**src/rtl/cec_tx_pkg.sv**
```systemverilog
package cec_tx_pkg;
  // register word indices
  localparam int REG_CTRL   = 0;
  localparam int REG_SRC    = 1;
  localparam int REG_DST    = 2;
  localparam int REG_OPC    = 3;
  localparam int REG_LAUNCH = 4;
  localparam int REG_STAT0  = 5;
  localparam int REG_STAT1  = 6;
  localparam int REG_CLKDIV = 7;
  localparam int REG_OPBASE = 16;

  // fixed field widths of the register layout
  localparam int LIM_W = 3;   // retry limit, ctrl[6:4]
  localparam int CNT_W = 4;   // operand count, launch[3:0]
  localparam int LA_W  = 4;   // logical address

  typedef enum logic [1:0] {
    ST_IDLE,
    ST_FETCH,
    ST_SEND
  } seq_state_t;
endpackage

```
**src/rtl/cec_tx_tick.sv**
```systemverilog
module cec_tx_tick #(
  parameter int DIV_W = 6
) (
  input  logic             clk,
  input  logic             rst,
  input  logic [DIV_W-1:0] div_val,
  output logic             tick
);
  logic [DIV_W-1:0] cnt;

  always_ff @(posedge clk) begin
    if (rst) begin
      cnt  <= '0;
      tick <= 1'b0;
    end else if (div_val == '0) begin
      cnt  <= '0;
      tick <= 1'b0;
    end else if (cnt >= div_val - DIV_W'(1)) begin
      cnt  <= '0;
      tick <= 1'b1;
    end else begin
      cnt  <= cnt + DIV_W'(1);
      tick <= 1'b0;
    end
  end

  // a zero divisor stops the strobe
  a_r9_stopped: assert property (@(posedge clk) disable iff (rst)
    (div_val == '0) |=> !tick);
endmodule

```
**src/rtl/cec_tx_fsm.sv**
```systemverilog
module cec_tx_fsm import cec_tx_pkg::*; #(
  parameter int NUM_OPS = 14,
  localparam int IDX_W  = $clog2(NUM_OPS + 2)
) (
  input  logic             clk,
  input  logic             rst,
  input  logic             start_hdr,
  input  logic             start_full,
  input  logic [CNT_W-1:0] frame_cnt,
  input  logic [LIM_W-1:0] retry_lim,
  input  logic             flushing,
  input  logic             byte_done,
  input  logic             byte_ack,
  output logic             fetch,
  output logic [IDX_W-1:0] fetch_idx,
  output logic             byte_valid,
  output logic             byte_last,
  output logic             done_ok,
  output logic             done_fail,
  output logic [LIM_W-1:0] fail_tries,
  output logic             busy
);
  seq_state_t       state;
  logic [IDX_W-1:0] idx, last_idx;
  logic [LIM_W-1:0] tries, lim_q;

  assign fetch     = (state == ST_FETCH);
  assign fetch_idx = idx;
  assign busy      = (state != ST_IDLE);

  always_ff @(posedge clk) begin
    if (rst) begin
      state      <= ST_IDLE;
      idx        <= '0;
      last_idx   <= '0;
      tries      <= '0;
      lim_q      <= '0;
      byte_valid <= 1'b0;
      byte_last  <= 1'b0;
      done_ok    <= 1'b0;
      done_fail  <= 1'b0;
      fail_tries <= '0;
    end else begin
      done_ok   <= 1'b0;
      done_fail <= 1'b0;
      if (flushing) begin
        state      <= ST_IDLE;
        byte_valid <= 1'b0;
        byte_last  <= 1'b0;
      end else begin
        case (state)
          ST_IDLE: begin
            if (start_hdr || start_full) begin
              idx      <= '0;
              tries    <= '0;
              lim_q    <= retry_lim;
              last_idx <= start_hdr ? '0 : IDX_W'(frame_cnt) + IDX_W'(1);
              state    <= ST_FETCH;
            end
          end
          ST_FETCH: begin
            byte_valid <= 1'b1;
            byte_last  <= (idx == last_idx);
            state      <= ST_SEND;
          end
          default: begin
            if (byte_done) begin
              byte_valid <= 1'b0;
              byte_last  <= 1'b0;
              if (byte_ack) begin
                if (idx == last_idx) begin
                  done_ok <= 1'b1;
                  state   <= ST_IDLE;
                end else begin
                  idx   <= idx + IDX_W'(1);
                  state <= ST_FETCH;
                end
              end else if (tries == lim_q) begin
                done_fail  <= 1'b1;
                fail_tries <= tries;
                state      <= ST_IDLE;
              end else begin
                tries <= tries + LIM_W'(1);
                idx   <= '0;
                state <= ST_FETCH;
              end
            end
          end
        endcase
      end
    end
  end

  // attempts never exceed the latched limit
  a_r4_tries_bounded: assert property (@(posedge clk) disable iff (rst)
    busy |-> (tries <= lim_q));
  // a frame ends in exactly one outcome
  a_r5_one_outcome: assert property (@(posedge clk) disable iff (rst)
    !(done_ok && done_fail));
  // an offered byte stays offered until the driver answers
  a_r2_valid_hold: assert property (@(posedge clk) disable iff (rst)
    (byte_valid && !byte_done && !flushing) |=> byte_valid);
  // a flush withdraws the byte
  a_r8_flush_abort: assert property (@(posedge clk) disable iff (rst)
    flushing |=> !byte_valid);
endmodule

```
**src/rtl/cec_tx_regs.sv**
```systemverilog
module cec_tx_regs import cec_tx_pkg::*; #(
  parameter int NUM_OPS = 14,
  parameter int ADDR_W  = 5,
  parameter int DIV_W   = 6,
  localparam int IDX_W  = $clog2(NUM_OPS + 2),
  localparam int OP_AW  = (NUM_OPS > 1) ? $clog2(NUM_OPS) : 1
) (
  input  logic              clk,
  input  logic              rst,
  input  logic              reg_wr,
  input  logic [ADDR_W-1:0] reg_addr,
  input  logic [7:0]        reg_wdata,
  output logic [7:0]        reg_rdata,
  input  logic              seq_busy,
  input  logic              fetch,
  input  logic [IDX_W-1:0]  fetch_idx,
  input  logic              done_ok,
  input  logic              done_fail,
  input  logic [LIM_W-1:0]  fail_tries,
  output logic              start_hdr,
  output logic              start_full,
  output logic [CNT_W-1:0]  frame_cnt,
  output logic [LIM_W-1:0]  retry_lim,
  output logic              flushing,
  output logic [DIV_W-1:0]  div_val,
  output logic [7:0]        byte_q
);
  localparam logic [ADDR_W-1:0] A_CTRL = ADDR_W'(REG_CTRL);
  localparam logic [ADDR_W-1:0] A_SRC  = ADDR_W'(REG_SRC);
  localparam logic [ADDR_W-1:0] A_DST  = ADDR_W'(REG_DST);
  localparam logic [ADDR_W-1:0] A_OPC  = ADDR_W'(REG_OPC);
  localparam logic [ADDR_W-1:0] A_LNCH = ADDR_W'(REG_LAUNCH);
  localparam logic [ADDR_W-1:0] A_ST0  = ADDR_W'(REG_STAT0);
  localparam logic [ADDR_W-1:0] A_ST1  = ADDR_W'(REG_STAT1);
  localparam logic [ADDR_W-1:0] A_DIV  = ADDR_W'(REG_CLKDIV);
  localparam logic [ADDR_W-1:0] A_OPB  = ADDR_W'(REG_OPBASE);
  localparam logic [ADDR_W-1:0] A_OPE  = ADDR_W'(REG_OPBASE + NUM_OPS);

  logic [LA_W-1:0]  src_q, dst_q;
  logic [7:0]       opc_q;
  logic [CNT_W-1:0] cnt_q;
  logic             ok_q, fail_q;
  logic [OP_AW-1:0] flush_ptr;
  logic [7:0]       opmem [NUM_OPS];
  logic [7:0]       hdr_l, opc_l, opr_l;
  logic [1:0]       sel_q;

  logic wr_ctrl, wr_src, wr_dst, wr_opc, wr_lnch, wr_st0, wr_st1, wr_div, wr_op;
  logic [OP_AW-1:0] op_wr_idx, op_rd_idx;

  assign wr_ctrl = reg_wr && (reg_addr == A_CTRL);
  assign wr_src  = reg_wr && (reg_addr == A_SRC);
  assign wr_dst  = reg_wr && (reg_addr == A_DST);
  assign wr_opc  = reg_wr && (reg_addr == A_OPC);
  assign wr_lnch = reg_wr && (reg_addr == A_LNCH);
  assign wr_st0  = reg_wr && (reg_addr == A_ST0);
  assign wr_st1  = reg_wr && (reg_addr == A_ST1);
  assign wr_div  = reg_wr && (reg_addr == A_DIV);
  assign wr_op   = reg_wr && (reg_addr >= A_OPB) && (reg_addr < A_OPE);

  assign op_wr_idx = OP_AW'(reg_addr - A_OPB);
  assign op_rd_idx = (fetch_idx >= IDX_W'(2)) ? OP_AW'(fetch_idx - IDX_W'(2)) : '0;

  assign frame_cnt = (cnt_q > CNT_W'(NUM_OPS)) ? CNT_W'(NUM_OPS) : cnt_q;
  assign byte_q    = (sel_q == 2'd0) ? hdr_l : (sel_q == 2'd1) ? opc_l : opr_l;

  // operand store: one write port, one registered read port
  always_ff @(posedge clk) begin
    if (flushing)
      opmem[flush_ptr] <= '0;
    else if (wr_op)
      opmem[op_wr_idx] <= reg_wdata;
  end

  always_ff @(posedge clk) begin
    if (fetch)
      opr_l <= opmem[op_rd_idx];
  end

  always_ff @(posedge clk) begin
    if (rst) begin
      src_q      <= '0;
      dst_q      <= '0;
      opc_q      <= '0;
      cnt_q      <= '0;
      ok_q       <= 1'b0;
      fail_q     <= 1'b0;
      retry_lim  <= '0;
      flushing   <= 1'b0;
      flush_ptr  <= '0;
      div_val    <= '0;
      start_hdr  <= 1'b0;
      start_full <= 1'b0;
      hdr_l      <= '0;
      opc_l      <= '0;
      sel_q      <= '0;
      reg_rdata  <= '0;
    end else begin
      start_hdr  <= wr_dst && reg_wdata[7] && !seq_busy && !flushing;
      start_full <= wr_lnch && reg_wdata[4] && !seq_busy && !flushing;

      if (wr_src) src_q <= reg_wdata[LA_W-1:0];
      if (wr_dst) dst_q <= reg_wdata[LA_W-1:0];
      if (wr_opc && !flushing) opc_q <= reg_wdata;
      if (wr_lnch && !seq_busy && !flushing) cnt_q <= reg_wdata[CNT_W-1:0];
      if (wr_div) div_val <= reg_wdata[DIV_W-1:0];

      if (flushing) begin
        if (flush_ptr == OP_AW'(NUM_OPS - 1))
          flushing <= 1'b0;
        else
          flush_ptr <= flush_ptr + OP_AW'(1);
      end

      if (done_fail) retry_lim <= fail_tries;
      if (wr_ctrl) begin
        retry_lim <= reg_wdata[6:4];
        if (reg_wdata[7] && !flushing) begin
          flushing  <= 1'b1;
          flush_ptr <= '0;
          opc_q     <= '0;
          cnt_q     <= '0;
        end
      end

      if (done_ok) ok_q <= 1'b1;
      else if (wr_st0 && reg_wdata[5]) ok_q <= 1'b0;
      if (done_fail) fail_q <= 1'b1;
      else if (wr_st1 && reg_wdata[1]) fail_q <= 1'b0;

      if (fetch) begin
        hdr_l <= {src_q, dst_q};
        opc_l <= opc_q;
        sel_q <= (fetch_idx == '0) ? 2'd0 : (fetch_idx == IDX_W'(1)) ? 2'd1 : 2'd2;
      end

      if (reg_addr == A_CTRL)      reg_rdata <= {flushing, retry_lim, 4'b0};
      else if (reg_addr == A_SRC)  reg_rdata <= {4'b0, src_q};
      else if (reg_addr == A_DST)  reg_rdata <= {4'b0, dst_q};
      else if (reg_addr == A_OPC)  reg_rdata <= opc_q;
      else if (reg_addr == A_LNCH) reg_rdata <= {{(8 - CNT_W){1'b0}}, cnt_q};
      else if (reg_addr == A_ST0)  reg_rdata <= {2'b0, ok_q, 5'b0};
      else if (reg_addr == A_ST1)  reg_rdata <= {6'b0, fail_q, 1'b0};
      else if (reg_addr == A_DIV)  reg_rdata <= {{(8 - DIV_W){1'b0}}, div_val};
      else                         reg_rdata <= '0;
    end
  end

  // the success bit rises only after a completed frame
  a_r6_ok_source: assert property (@(posedge clk) disable iff (rst)
    $rose(ok_q) |-> $past(done_ok));
  // a launch write during a frame leaves the count alone
  a_r7_cnt_held: assert property (@(posedge clk) disable iff (rst)
    (wr_lnch && seq_busy) |=> $stable(cnt_q));
  // a flush request is taken at once
  a_r8_flush_taken: assert property (@(posedge clk) disable iff (rst)
    (wr_ctrl && reg_wdata[7]) |=> flushing);
endmodule

```
**src/rtl/cec_tx_seq.sv**
```systemverilog
module cec_tx_seq import cec_tx_pkg::*; #(
  parameter int NUM_OPS = 14,
  parameter int ADDR_W  = 5,
  parameter int DIV_W   = 6,
  localparam int IDX_W  = $clog2(NUM_OPS + 2)
) (
  input  logic              clk,
  input  logic              rst,
  input  logic              reg_wr,
  input  logic [ADDR_W-1:0] reg_addr,
  input  logic [7:0]        reg_wdata,
  output logic [7:0]        reg_rdata,
  output logic              tx_byte_valid,
  output logic [7:0]        tx_byte,
  output logic              tx_byte_last,
  input  logic              tx_byte_done,
  input  logic              tx_byte_ack,
  output logic              cec_tick
);
  logic             start_hdr, start_full, flushing, fetch, busy;
  logic             done_ok, done_fail;
  logic [CNT_W-1:0] frame_cnt;
  logic [LIM_W-1:0] retry_lim, fail_tries;
  logic [DIV_W-1:0] div_val;
  logic [IDX_W-1:0] fetch_idx;

  cec_tx_regs #(.NUM_OPS(NUM_OPS), .ADDR_W(ADDR_W), .DIV_W(DIV_W)) u_regs (
    .clk(clk), .rst(rst),
    .reg_wr(reg_wr), .reg_addr(reg_addr), .reg_wdata(reg_wdata), .reg_rdata(reg_rdata),
    .seq_busy(busy), .fetch(fetch), .fetch_idx(fetch_idx),
    .done_ok(done_ok), .done_fail(done_fail), .fail_tries(fail_tries),
    .start_hdr(start_hdr), .start_full(start_full), .frame_cnt(frame_cnt),
    .retry_lim(retry_lim), .flushing(flushing), .div_val(div_val), .byte_q(tx_byte)
  );

  cec_tx_fsm #(.NUM_OPS(NUM_OPS)) u_fsm (
    .clk(clk), .rst(rst),
    .start_hdr(start_hdr), .start_full(start_full), .frame_cnt(frame_cnt),
    .retry_lim(retry_lim), .flushing(flushing),
    .byte_done(tx_byte_done), .byte_ack(tx_byte_ack),
    .fetch(fetch), .fetch_idx(fetch_idx),
    .byte_valid(tx_byte_valid), .byte_last(tx_byte_last),
    .done_ok(done_ok), .done_fail(done_fail), .fail_tries(fail_tries), .busy(busy)
  );

  cec_tx_tick #(.DIV_W(DIV_W)) u_tick (
    .clk(clk), .rst(rst), .div_val(div_val), .tick(cec_tick)
  );
endmodule

```
**config.mk**
```make
export PLATFORM = sky130hd
export DESIGN_NAME = cec_tx_seq
export DESIGN_NICKNAME = d
export VERILOG_FILES = /design/src/rtl/cec_tx_pkg.sv /design/src/rtl/cec_tx_tick.sv /design/src/rtl/cec_tx_fsm.sv /design/src/rtl/cec_tx_regs.sv /design/src/rtl/cec_tx_seq.sv
export SDC_FILE = /design/constraint.sdc
export NUM_CORES = 1
export LEC_CHECK = 0
export BUFFER_PORTS_ARGS = -buffer_cell sky130_fd_sc_hd__buf_2
export CORE_ASPECT_RATIO = 1.2
export CORE_MARGIN = 2
export CORE_UTILIZATION = 45
export CTS_CLUSTER_DIAMETER = 120
export DETAILED_ROUTE_END_ITERATION = 16
export GPL_TIMING_DRIVEN = 0
export PLACE_DENSITY = 0.72
export SKIP_LAST_GASP = 1
export SYNTH_ARGS = -nofsm -noshare
export SYNTH_HDL_FRONTEND = slang
export SYNTH_SLANG_ARGS = --single-unit
```
**constraint.sdc**
```tcl
create_clock -name clk -period 4.3 [get_ports clk]
set_input_delay 0.645 -clock clk [delete_from_list [all_inputs] [get_ports clk]]
set_output_delay 0.645 -clock clk [all_outputs]
set_load 0.05 [all_outputs]
```
==> flow_metrics.env <==
export IMPL_rsz0062_at_grt="no"
export IMPL_ctsHoldBuffers=0
export IMPL_postCtsSetupRepairBufs=0
export IMPL_crit_path_start_kind="flip-flop"
export IMPL_grt_pass1_wl_um=35400
export IMPL_setup_tns_ns=0
export IMPL_p_int_w=0.00326
export IMPL_drt_wl_total_um=22400
export IMPL_postLayoutCoreUtil=0.516
export IMPL_first_iter_violations=563
export IMPL_ir_worst_vdd_mv=0.259
export IMPL_cts_tree="built"
export IMPL_relSlewSlack=0.346
export IMPL_setup_viol=0
export IMPL_overflow=0
export IMPL_crit_type="reg2reg"
export IMPL_ys_seq_elements=214
export IMPL_status="finished clean"
export IMPL_syn_inst=799
export IMPL_insertion_delay_ns=0.51
export IMPL_antenna_found_initial=0
export IMPL_yosysUniqueCellTypes=50
export IMPL_drc_errors=0
export IMPL_wl_met1_um=9170
export IMPL_fin_crit_sh=0.649
export IMPL_netlist_area_mm2=0.00927
export IMPL_postRouteAntennaNets=0
export IMPL_firstDrtPassIters=5
export IMPL_clkPwrFrac=0.446
export IMPL_final_nets=894
export IMPL_required_ns=4.53
export IMPL_crit_buf_inv=2
export IMPL_cts_buffers_inserted=22
export IMPL_n_antenna_cell=0
export IMPL_cellLeakagePower_nw=3.67
export IMPL_gp_congestion=0.901
export IMPL_place_hpwl_um=15800
export IMPL_hp_class="in2reg"
export IMPL_sw_frac_of_total=0.214
export IMPL_wl_met3_um=1030
export IMPL_p_switching_w=0.000884
export IMPL_cp_arrival_ns=3.02
export IMPL_combinationalPowerShare=0.030
export IMPL_powerDensity_mw_per_mm2=396
export IMPL_portBuffers=34
export IMPL_fillerInstances=1728
export IMPL_avgRoutedWirePerCell_um=19.7
export IMPL_postSynthAreaPerCell_um2=11.6
export IMPL_finClkSkew_ns=0.0128
export IMPL_synth_edf_count=120
export IMPL_clk_path_buf_depth=3
export IMPL_power_w=0.00414
export IMPL_drive_above_1_share=0.123
export IMPL_path_cells="ha_1 > inv_1 > a21oi_2 > clkbuf_1 > a211oi_1 > or4_1"
export IMPL_crit_path_top_delay_cell="dfxtp_1"
export IMPL_cp_end_kind="flip-flop"
export IMPL_core_area_mm2=0.0203
export IMPL_pwr_share_seq=0.524
export IMPL_whs_ns=0.414
export IMPL_finalHoldViolations=0
export IMPL_grt_pass1_vias=6452
export IMPL_pin_count=37
export IMPL_cp_max_fo=10
export IMPL_max_stage_delay_ns=0.64
export IMPL_cap_violations=0
export IMPL_ctsResizeCount=0
export IMPL_ys_seq_area_frac=0.592
export IMPL_rows=57
export IMPL_syn_nets=836
export IMPL_fin_crit_ns=2.79
export IMPL_grt_max_degree=18
export IMPL_via_per_inst=5.68
export IMPL_start_util=0.458
export IMPL_fmax_mhz=358
export IMPL_die_h_um=161
export IMPL_die_x_um=135
export IMPL_h_tree_depth=1
export IMPL_grt_use_total=0.211
export IMPL_synth_flop_cell="edfxtp_1"
export IMPL_dieArea_mm2=0.0218
export IMPL_yosysWarnings=0
export IMPL_cts_sinks=214
export IMPL_cp_top_family="flip-flops"
export IMPL_syn2layout_area_growth_pct=12.9
export IMPL_top_layer_used="met4"
export IMPL_async_flop_share=0
export IMPL_met2WireLength_um=11400
export IMPL_slew_viol_final=0
export IMPL_vias=6463
export IMPL_path_clk_slew_ns=0.06
export IMPL_root_buffer="clkbuf_16"
export IMPL_worst_pin_slew_ns=0.977
## stage by stage
step	setup WS, ns	cells	area [um^2]
floorplan	1.76	799	9270
global placement	1.30	1098	9770
detailed placement	1.26	1098	9770
CTS	1.51	1138	10500
global route	1.34	1138	10500
finish	1.51	1138	10500
## synthesized netlist by cell type (5+ instances only)
library cell,count,area share
clkbuf_1,24,0.0097
ha_1,19,0.026
nor3_1,8,0.0043
nand4_1,7,0.0047
mux2_2,6,0.0073
xnor2_1,13,0.012
o21ai_0,17,0.0092
a21oi_1,43,0.023
and2_1,10,0.0067
nand2_1,72,0.029
edfxtp_1,120,0.39
a221oi_2,6,0.0097
a221oi_1,21,0.020
nor2b_1,5,0.0034
xor2_1,6,0.0057
nand3_1,18,0.0097
or4_1,11,0.0089
mux2i_1,78,0.084
a31oi_1,6,0.0041
inv_1,14,0.0057
a211oi_1,32,0.026
buf_2,11,0.0059
nand2b_1,8,0.0054
nor2_1,96,0.039
dfxtp_1,94,0.20
## power groups by stage
stage,clock network (W),registers [W],logic [W]
6_report,0.00185,0.00217,0.000122
5_1_grt,0.00194,0.00217,0.000132
4_1_cts,0.00187,0.00217,0.000121
3_5_place_dp,0,0.00221,0.000121
3_3_place_gp,0,0.00221,0.000119
2_1_floorplan,0,0.00221,0.0000692
## worst register-to-register path, stage by stage, from the launching register on
cell and delay (ns):
dfxtp_1 0.64, ha_1 0.36, inv_1 0.08, a21oi_2 0.21, clkbuf_1 0.47, a211oi_1 0.18
or4_1 0.58
## layout make-up
cell class,count,area [um^2],share of cell area
Inverter,15,56.3,0.00538
Tap cell,265,332,0.0317
Timing Repair Buffer,34,170,0.0163
Clock buffer,29,608,0.0581
Clock inverter,11,82.6,0.00789
Multi-Input combinational cell,526,3510,0.335
Buffer,44,220,0.0211
Sequential cell,214,5490,0.524
## cells by family (layout without fill, tap and decap cells)
group,Yosys count,count (layout),synth area share
AO/OA/AOI/OAI,149,149,0.115
XOR/XNOR,19,19,0.0180
adder cells (fa/ha/maj),19,19,0.0256
buffers and inverters,59,133,0.0298
flip-flops,214,214,0.592
multiplexers,84,84,0.0915
AND/OR/NAND/NOR,255,255,0.128
## per-layer routing
layer / vias up / track usage
met5: - / 0
li1: 3065 / -
met1: 3155 / 0.258
met2: 188 / 0.377
met4: 0 / 0.0862
met3: 55 / 0.0248
## final timing paths
kind	from	end	slack [ns]	cells after the start
worst max-delay path	u_fsm.fetch_idx[1]	u_regs.opr_l[0]	1.51	6
worst max register to register	u_fsm.fetch_idx[1]	u_regs.opr_l[0]	1.51	6
worst min-delay path	tx_byte_done	u_fsm.done_ok	0.41	3
worst min register to register	u_regs.opc_l[4]	u_regs.opc_l[4]	0.46	2
## placed cells by master (no fill, tap or decap), drive strengths merged, types with 3 or more instances in the layout
cell type,n
edfxtp,120
nor2,99
dfxtp,94
mux2i,78
nand2,72
buf,54
clkbuf,53
a21oi,44
a211oi,32
a221oi,27
ha,19
nand3,18
o21ai,17
inv,16
xnor2,13
or4,11
and2,10
nor3,9
clkinv,9
nand2b,8
nand4,7
a31oi,7
xor2,6
mux2,6
nor2b,5
a21o,4
or3,4
o211ai,4
o31ai,4
nor3b,4
a32oi,3
a22oi,3
or3b,3
## state kept, by name, indices dropped and copies added, names as in the netlist, 6 cells and up
register	count
u_regs.reg_rdata	8
u_regs.hdr_l	8
u_regs.opc_q	8
u_regs.opmem	112
u_regs.div_val	6
u_regs.opr_l	8
u_tick.cnt	6
u_regs.opc_l	8
Power figures use the tool's default switching activity.
